### config.mk
export PLATFORM = sky130hd
export DESIGN_NAME = supply_supervisor
export DESIGN_NICKNAME = d
export VERILOG_FILES = /design/src/rtl/sup_pkg.sv /design/src/rtl/hb_falldet.sv /design/src/rtl/phase_ctrl.sv /design/src/rtl/supply_supervisor.sv
export SDC_FILE = /design/constraint.sdc
export NUM_CORES = 1
export LEC_CHECK = 0
export ABC_AREA = 1
export CAP_MARGIN = 0
export CORE_UTILIZATION = 37
export CTS_BUF_LIST = sky130_fd_sc_hd__clkbuf_4 sky130_fd_sc_hd__clkbuf_8
export CTS_CLUSTER_DIAMETER = 60
export CTS_CLUSTER_SIZE = 8
export DETAILED_ROUTE_END_ITERATION = 8
export DONT_BUFFER_PORTS = 1
export PLACE_DENSITY = 0.58
export SLEW_MARGIN = 10
export SYNTH_ARGS = -nofsm -noshare
export SYNTH_HDL_FRONTEND = slang
export SYNTH_SLANG_ARGS = --single-unit
### constraint.sdc
create_clock -name clk -period 1.7 [get_ports clk]
set_clock_uncertainty 0.15 [all_clocks]
set_input_delay 0.34 -clock clk [delete_from_list [all_inputs] [get_ports clk]]
set_output_delay 0.34 -clock clk [all_outputs]
set_load 0.02 [all_outputs]
### src/rtl/sup_pkg.sv
package sup_pkg;
  typedef enum logic [1:0] {
    PH_HOLD  = 2'd0,
    PH_WATCH = 2'd1,
    PH_PULSE = 2'd2
  } phase_t;
endpackage

### src/rtl/hb_falldet.sv
module hb_falldet #(
  parameter int SYNC_STAGES = 2
) (
  input  logic clk,
  input  logic rst,
  input  logic hb_i,
  output logic fall_o
);
  localparam int MSB = SYNC_STAGES - 1;

  logic [SYNC_STAGES-1:0] sync_q;
  logic                   last_q;

  always_ff @(posedge clk) begin
    if (rst) begin
      sync_q <= '0;
      last_q <= 1'b0;
    end else begin
      sync_q <= {sync_q[SYNC_STAGES-2:0], hb_i};
      last_q <= sync_q[MSB];
    end
  end

  assign fall_o = last_q & ~sync_q[MSB];

  // a detected edge never persists two cycles in a row
  p_fall_single_r3: assert property (@(posedge clk) disable iff (rst)
    fall_o |=> !fall_o);
endmodule

### src/rtl/phase_ctrl.sv
module phase_ctrl
  import sup_pkg::*;
#(
  parameter int HOLD_TICKS  = 100,
  parameter int WATCH_TICKS = 10,
  parameter int PULSE_TICKS = 2
) (
  input  logic   clk,
  input  logic   rst,
  input  logic   tick_i,
  input  logic   sup_low_i,
  input  logic   fall_i,
  input  logic   inhibit_i,
  output phase_t phase_o
);
  localparam int MAX_A = (HOLD_TICKS > WATCH_TICKS) ? HOLD_TICKS : WATCH_TICKS;
  localparam int MAX_T = (MAX_A > PULSE_TICKS) ? MAX_A : PULSE_TICKS;
  localparam int CW    = $clog2(MAX_T + 1);
  localparam logic [CW-1:0] HOLD_LAST  = CW'(HOLD_TICKS - 1);
  localparam logic [CW-1:0] WATCH_LAST = CW'(WATCH_TICKS - 1);
  localparam logic [CW-1:0] PULSE_LAST = CW'(PULSE_TICKS - 1);

  phase_t        phase_q;
  logic [CW-1:0] cnt_q;

  always_ff @(posedge clk) begin
    if (rst || sup_low_i) begin
      phase_q <= PH_HOLD;
      cnt_q   <= '0;
    end else begin
      unique case (phase_q)
        PH_HOLD: if (tick_i) begin
          if (cnt_q == HOLD_LAST) begin
            phase_q <= PH_WATCH;
            cnt_q   <= '0;
          end else cnt_q <= cnt_q + 1'b1;
        end
        PH_WATCH: begin
          if (fall_i || inhibit_i) cnt_q <= '0;
          else if (tick_i) begin
            if (cnt_q == WATCH_LAST) begin
              phase_q <= PH_PULSE;
              cnt_q   <= '0;
            end else cnt_q <= cnt_q + 1'b1;
          end
        end
        PH_PULSE: if (tick_i) begin
          if (cnt_q == PULSE_LAST) begin
            phase_q <= PH_WATCH;
            cnt_q   <= '0;
          end else cnt_q <= cnt_q + 1'b1;
        end
        default: begin
          phase_q <= PH_HOLD;
          cnt_q   <= '0;
        end
      endcase
    end
  end

  assign phase_o = phase_q;

  p_low_forces_hold_r1: assert property (@(posedge clk) disable iff (rst)
    sup_low_i |=> phase_q == PH_HOLD);
  p_block_reset_hold_r8: assert property (@(posedge clk)
    rst |=> phase_q == PH_HOLD && cnt_q == '0);
  p_no_timeout_inhibit_r6: assert property (@(posedge clk) disable iff (rst)
    (phase_q == PH_WATCH && inhibit_i && !sup_low_i) |=> phase_q == PH_WATCH && cnt_q == '0);
  p_edge_restart_r10: assert property (@(posedge clk) disable iff (rst)
    (phase_q == PH_WATCH && fall_i && !sup_low_i) |=> phase_q == PH_WATCH && cnt_q == '0);
  p_pulse_from_watch_r4: assert property (@(posedge clk) disable iff (rst)
    (phase_q == PH_PULSE && $past(phase_q) != PH_PULSE) |-> $past(phase_q) == PH_WATCH);
  p_pulse_exit_r5: assert property (@(posedge clk) disable iff (rst)
    (phase_q == PH_PULSE && !sup_low_i && tick_i && cnt_q == PULSE_LAST) |=>
      phase_q == PH_WATCH && cnt_q == '0);
endmodule

### src/rtl/supply_supervisor.sv
module supply_supervisor
  import sup_pkg::*;
#(
  parameter int HOLD_TICKS  = 100,
  parameter int WATCH_TICKS = 10,
  parameter int PULSE_TICKS = 2,
  parameter int SYNC_STAGES = 2
) (
  input  logic clk,
  input  logic rst,
  input  logic tick_i,
  input  logic sup_low_i,
  input  logic hb_i,
  input  logic wd_inhibit_i,
  output logic rst_hi_o,
  output logic rst_lo_o
);
  logic   hb_fall;
  phase_t phase;

  hb_falldet #(.SYNC_STAGES(SYNC_STAGES)) u_hb (
    .clk    (clk),
    .rst    (rst),
    .hb_i   (hb_i),
    .fall_o (hb_fall)
  );

  phase_ctrl #(
    .HOLD_TICKS  (HOLD_TICKS),
    .WATCH_TICKS (WATCH_TICKS),
    .PULSE_TICKS (PULSE_TICKS)
  ) u_phase (
    .clk       (clk),
    .rst       (rst),
    .tick_i    (tick_i),
    .sup_low_i (sup_low_i),
    .fall_i    (hb_fall),
    .inhibit_i (wd_inhibit_i),
    .phase_o   (phase)
  );

  assign rst_hi_o = (phase != PH_WATCH);
  assign rst_lo_o = ~rst_hi_o;

  p_low_holds_reset_r1: assert property (@(posedge clk) disable iff (rst)
    sup_low_i |=> rst_hi_o && !rst_lo_o);
endmodule

==> impl_metrics.prom <==
# TYPE chip_impl_metric gauge
chip_impl_info{name="outcome",value="finished, final reports clean"} 1
chip_impl_metric{name="hold_slack",unit="ns"} 0.0183
chip_impl_info{name="path_cells",value="inv_2 -> nor2_2 -> buf_4"} 1
chip_impl_metric{name="synth_compound_area_frac",unit=""} 0.0461
chip_impl_metric{name="synth-seq-cells",unit=""} 12
chip_impl_metric{name="power_per_cell_area",unit="nW/um2"} 727
chip_impl_metric{name="gr_util_all_layers",unit=""} 0.139
chip_impl_metric{name="async_reset_ff_frac",unit=""} 0
chip_impl_metric{name="drt_first_pass_iters",unit=""} 4
chip_impl_info{name="cts_tree",value="built"} 1
chip_impl_metric{name="drtAntennaViolNets",unit=""} 0
chip_impl_info{name="critical_path.reg2reg.endpoint",value="u_phase.cnt_q[1]"} 1
chip_impl_metric{name="clk_pin_slew_worst_paths",unit="ns"} 0.07
chip_impl_metric{name="die_height",unit="um"} 44.8
chip_impl_info{name="synth_ff_type",value="sky130_fd_sc_hd__dfxtp_1"} 1
chip_impl_metric{name="area_added_between_synthesis_and_finish",unit="%"} 12.5
chip_impl_info{name="worst_r2r_startpoint",value="u_phase.cnt_q[0]"} 1
chip_impl_metric{name="port_buffers",unit=""} 0
chip_impl_metric{name="vias_per_cell",unit=""} 4.32
chip_impl_metric{name="worst_skew_pair_latency",unit="ns"} 0.28
chip_impl_metric{name="ff2ff_path_depth",unit=""} 8
chip_impl_metric{name="yosys-mux-area-fraction",unit=""} 0
chip_impl_metric{name="grt_antenna_before_repair",unit=""} 0
chip_impl_metric{name="numCtsBuffers",unit=""} 3
chip_impl_metric{name="power.sequential.fraction",unit=""} 0.519
chip_impl_metric{name="timing.fmax",unit="MHz"} 635
chip_impl_metric{name="netSwitchingPower",unit="mW"} 0.128
chip_impl_metric{name="first_pass_grt_wire_length",unit="mm"} 1.93
chip_impl_info{name="clk_root_buffer_cell",value="sky130_fd_sc_hd__clkbuf_4"} 1
chip_impl_metric{name="leakagePower",unit="nW"} 0.311
chip_impl_metric{name="start_util",unit=""} 0.393
chip_impl_metric{name="routed_wirelength",unit="mm"} 1.14
chip_impl_metric{name="htree_num_levels",unit=""} 1
chip_impl_metric{name="syn-instance-count",unit=""} 95
chip_impl_metric{name="mappedNetlistArea",unit="um2"} 678
chip_impl_info{name="critPathLaunchType",value="flip-flop"} 1
chip_impl_metric{name="mappedNetlistNets",unit=""} 103
chip_impl_metric{name="globalRoute.totalOverflow",unit=""} 0
chip_impl_metric{name="synth_cell_type_count",unit=""} 20
chip_impl_metric{name="drt_drc_violations_left",unit=""} 0
chip_impl_metric{name="grt_start_max_net_pins",unit=""} 10
chip_impl_metric{name="pwr-share-comb",unit=""} 0.058
chip_impl_metric{name="average_wire_length_per_cell_after_detail_routing",unit="um"} 9.02
chip_impl_info{name="worst_setup_path_end_kind",value="output pin"} 1
chip_impl_metric{name="vdd.ir_drop.worst",unit="V"} 0.000485
chip_impl_metric{name="ctsLongestPathBuffers",unit=""} 2
chip_impl_metric{name="fp.dieW",unit="um"} 44.8
chip_impl_metric{name="syn_avg_cell_area",unit="um2"} 7.14
chip_impl_metric{name="timing.final.setup_violations",unit=""} 0
chip_impl_metric{name="worst_pin_slew",unit="ns"} 0.306
chip_impl_metric{name="yosys.area_share.xor_xnor",unit=""} 0.0775
chip_impl_metric{name="final_period_minus_worst_setup_slack",unit="ns"} 1.57
chip_impl_metric{name="ys_warn_count",unit=""} 0
chip_impl_metric{name="finish.net_count",unit=""} 110
chip_impl_metric{name="synth_simple_gate_area_frac",unit=""} 0.391
chip_impl_metric{name="number_of_antenna_diodes",unit=""} 0
chip_impl_info{name="unrepaired_setup_endpoints_after_global_routing",value="false"} 1
chip_impl_metric{name="io_pins",unit=""} 8
chip_impl_metric{name="maxSlewHeadroom",unit=""} 0.795
chip_impl_metric{name="finalHoldViolCount",unit=""} 0
chip_impl_info{name="synth_top_family_by_area",value="simple AND/OR/NAND/NOR gates"} 1
chip_impl_metric{name="ctsResizeCount",unit=""} 0
chip_impl_metric{name="core_region_area",unit="um2"} 1730
chip_impl_metric{name="synth-adder-area-share",unit=""} 0.0369
chip_impl_metric{name="share_clk_of_total_power",unit=""} 0.424
chip_impl_metric{name="max_stage_delay",unit="ns"} 0.39
chip_impl_metric{name="row_count",unit=""} 15
chip_impl_metric{name="synth-edff-count",unit=""} 0
chip_impl_metric{name="synth_sequential_area_ratio",unit=""} 0.354
chip_impl_metric{name="min_period_over_period",unit=""} 0.926
chip_impl_metric{name="vias",unit=""} 544
chip_impl_metric{name="timing.max_cap.violations",unit=""} 0
chip_impl_metric{name="drtIter0Drc",unit=""} 13
chip_impl_metric{name="finalWeightedCongestion",unit=""} 0.786
chip_impl_metric{name="finalMaxSlewViolations",unit=""} 0
chip_impl_metric{name="cp_data_arrival_time",unit="ns"} 1.08
chip_impl_info{name="crit_start",value="u_phase.phase_o[0]"} 1
chip_impl_info{name="crit_path_end",value="rst_lo_o"} 1
chip_impl_metric{name="cts_sinks",unit=""} 12
chip_impl_metric{name="die_area",unit="um2"} 2010
chip_impl_metric{name="intPower",unit="mW"} 0.427
chip_impl_info{name="worst_hold_path_type",value="primary input to flip-flop"} 1
chip_impl_metric{name="power_switching_share",unit=""} 0.231
chip_impl_metric{name="fin_tns_setup",unit="ns"} 0
chip_impl_metric{name="post-dp-hpwl",unit="um"} 871
chip_impl_info{name="cp_slowest_cell",value="sky130_fd_sc_hd__dfxtp_1"} 1
chip_impl_metric{name="worst-endpoint-required",unit="ns"} 1.21
chip_impl_metric{name="reg2reg_setup_slack",unit="ns"} 0.20
chip_impl_metric{name="via_count_of_the_first_global_routing_pass",unit=""} 484
chip_impl_metric{name="share_of_layout_cells_above_drive_strength_1",unit=""} 0.238
chip_impl_metric{name="timing.critical_path.fanout_max",unit=""} 4
chip_impl_info{name="criticalPathCategory",value="flip-flop to output pin"} 1
power by group through the flow:
stage,Combinational [mW],Clock [mW],Sequential (mW)
after floorplan,0.0249,0,0.294
final,0.0321,0.235,0.288
after CTS,0.0327,0.242,0.288
after global routing,0.0375,0.245,0.288
after global placement,0.0299,0,0.294
after detailed placement,0.0300,0,0.295
placed cells by master, fill, tap and decap left out, types with 2 or more instances in the layout:
master	Yosys	layout
sky130_fd_sc_hd__nor2_2	11	11
sky130_fd_sc_hd__dfxtp_1	12	12
sky130_fd_sc_hd__inv_2	2	2
sky130_fd_sc_hd__xor2_1	6	6
sky130_fd_sc_hd__nand2_1	21	21
sky130_fd_sc_hd__nand3_1	4	4
sky130_fd_sc_hd__ha_1	2	2
sky130_fd_sc_hd__nor2_1	11	11
sky130_fd_sc_hd__inv_1	15	15
sky130_fd_sc_hd__clkbuf_4	0	3
Yosys cell counts (2+ instances only):
library cell,number,share of area
sky130_fd_sc_hd__inv_1,15,0.083
sky130_fd_sc_hd__nor2_2,11,0.10
sky130_fd_sc_hd__nand2_1,21,0.12
sky130_fd_sc_hd__ha_1,2,0.037
sky130_fd_sc_hd__nor2_1,11,0.061
sky130_fd_sc_hd__inv_2,2,0.011
sky130_fd_sc_hd__nand3_1,4,0.030
sky130_fd_sc_hd__dfxtp_1,12,0.35
sky130_fd_sc_hd__xor2_1,6,0.077
final cells by class:
type,instances,area (um2)
repair buffers,2,17.5
multi-input cells,66,374
fillers,180,963
clock buffers,4,36.3
well taps,25,31.3
flip-flops and latches,12,240
inverters,17,63.8
through the flow:
step	util	setup slack (ns)	instance area [um2]	cells	power (mW)
finish	0.442	0.125	763	126	0.555
global route	0.442	0.0701	763	126	0.571
detailed placement	0.415	0.208	717	121	0.325
CTS	0.442	0.123	763	126	0.563
floorplan	-	0.303	678	95	0.319
global placement	0.415	0.248	717	121	0.324
critical path, delay by kind of cell (launching register included):
family | cells | cell delay [ns]
flops | 1 | 0.39
buf+inv | 2 | 0.26
simple gates | 1 | 0.17
sequential cells by signal, indices dropped and copies added (netlist names):
| signal | flops |
|---|---|
| u_phase.cnt_q | 7 |
| u_hb.sync_q | 2 |
| u_phase.phase_o | 2 |
| u_hb.last_q | 1 |
cells by family after synthesis:
logic type / count (synthesis)
DFF: 12
buffers and inverters: 17
xor gates and xnor gates: 6
and+or+nand+nor: 54
adders and majority gates: 2
AOI/OAI and AO/OA: 4
how the worst min path moves through the flow:
stage / startpoint / end / slack, ns / depth (start not counted)
global route: hb_i / u_hb.sync_q[0] / 0.03 / 2
floorplan: u_hb.sync_q[0] / u_hb.sync_q[1] / 0.24 / 2
global placement: u_hb.sync_q[0] / u_hb.sync_q[1] / 0.24 / 2
CTS: hb_i / u_hb.sync_q[0] / 0.01 / 2
finish: hb_i / u_hb.sync_q[0] / 0.02 / 2
detailed placement: u_hb.sync_q[0] / u_hb.sync_q[1] / 0.25 / 2
per-layer routing:
layer,GRT usage,share of wire
met5,0,0
met1,0.162,0.49
met2,0.215,0.44
met4,0.127,0.038
met3,0.0240,0.031
timing repair:
action / in CTS / in global routing
hold buffers: 1 / 0
setup buffers: 0 / 0
endpoints found under the hold margin: 3 / 0
Note: power is estimated with default switching activity, not from simulation.
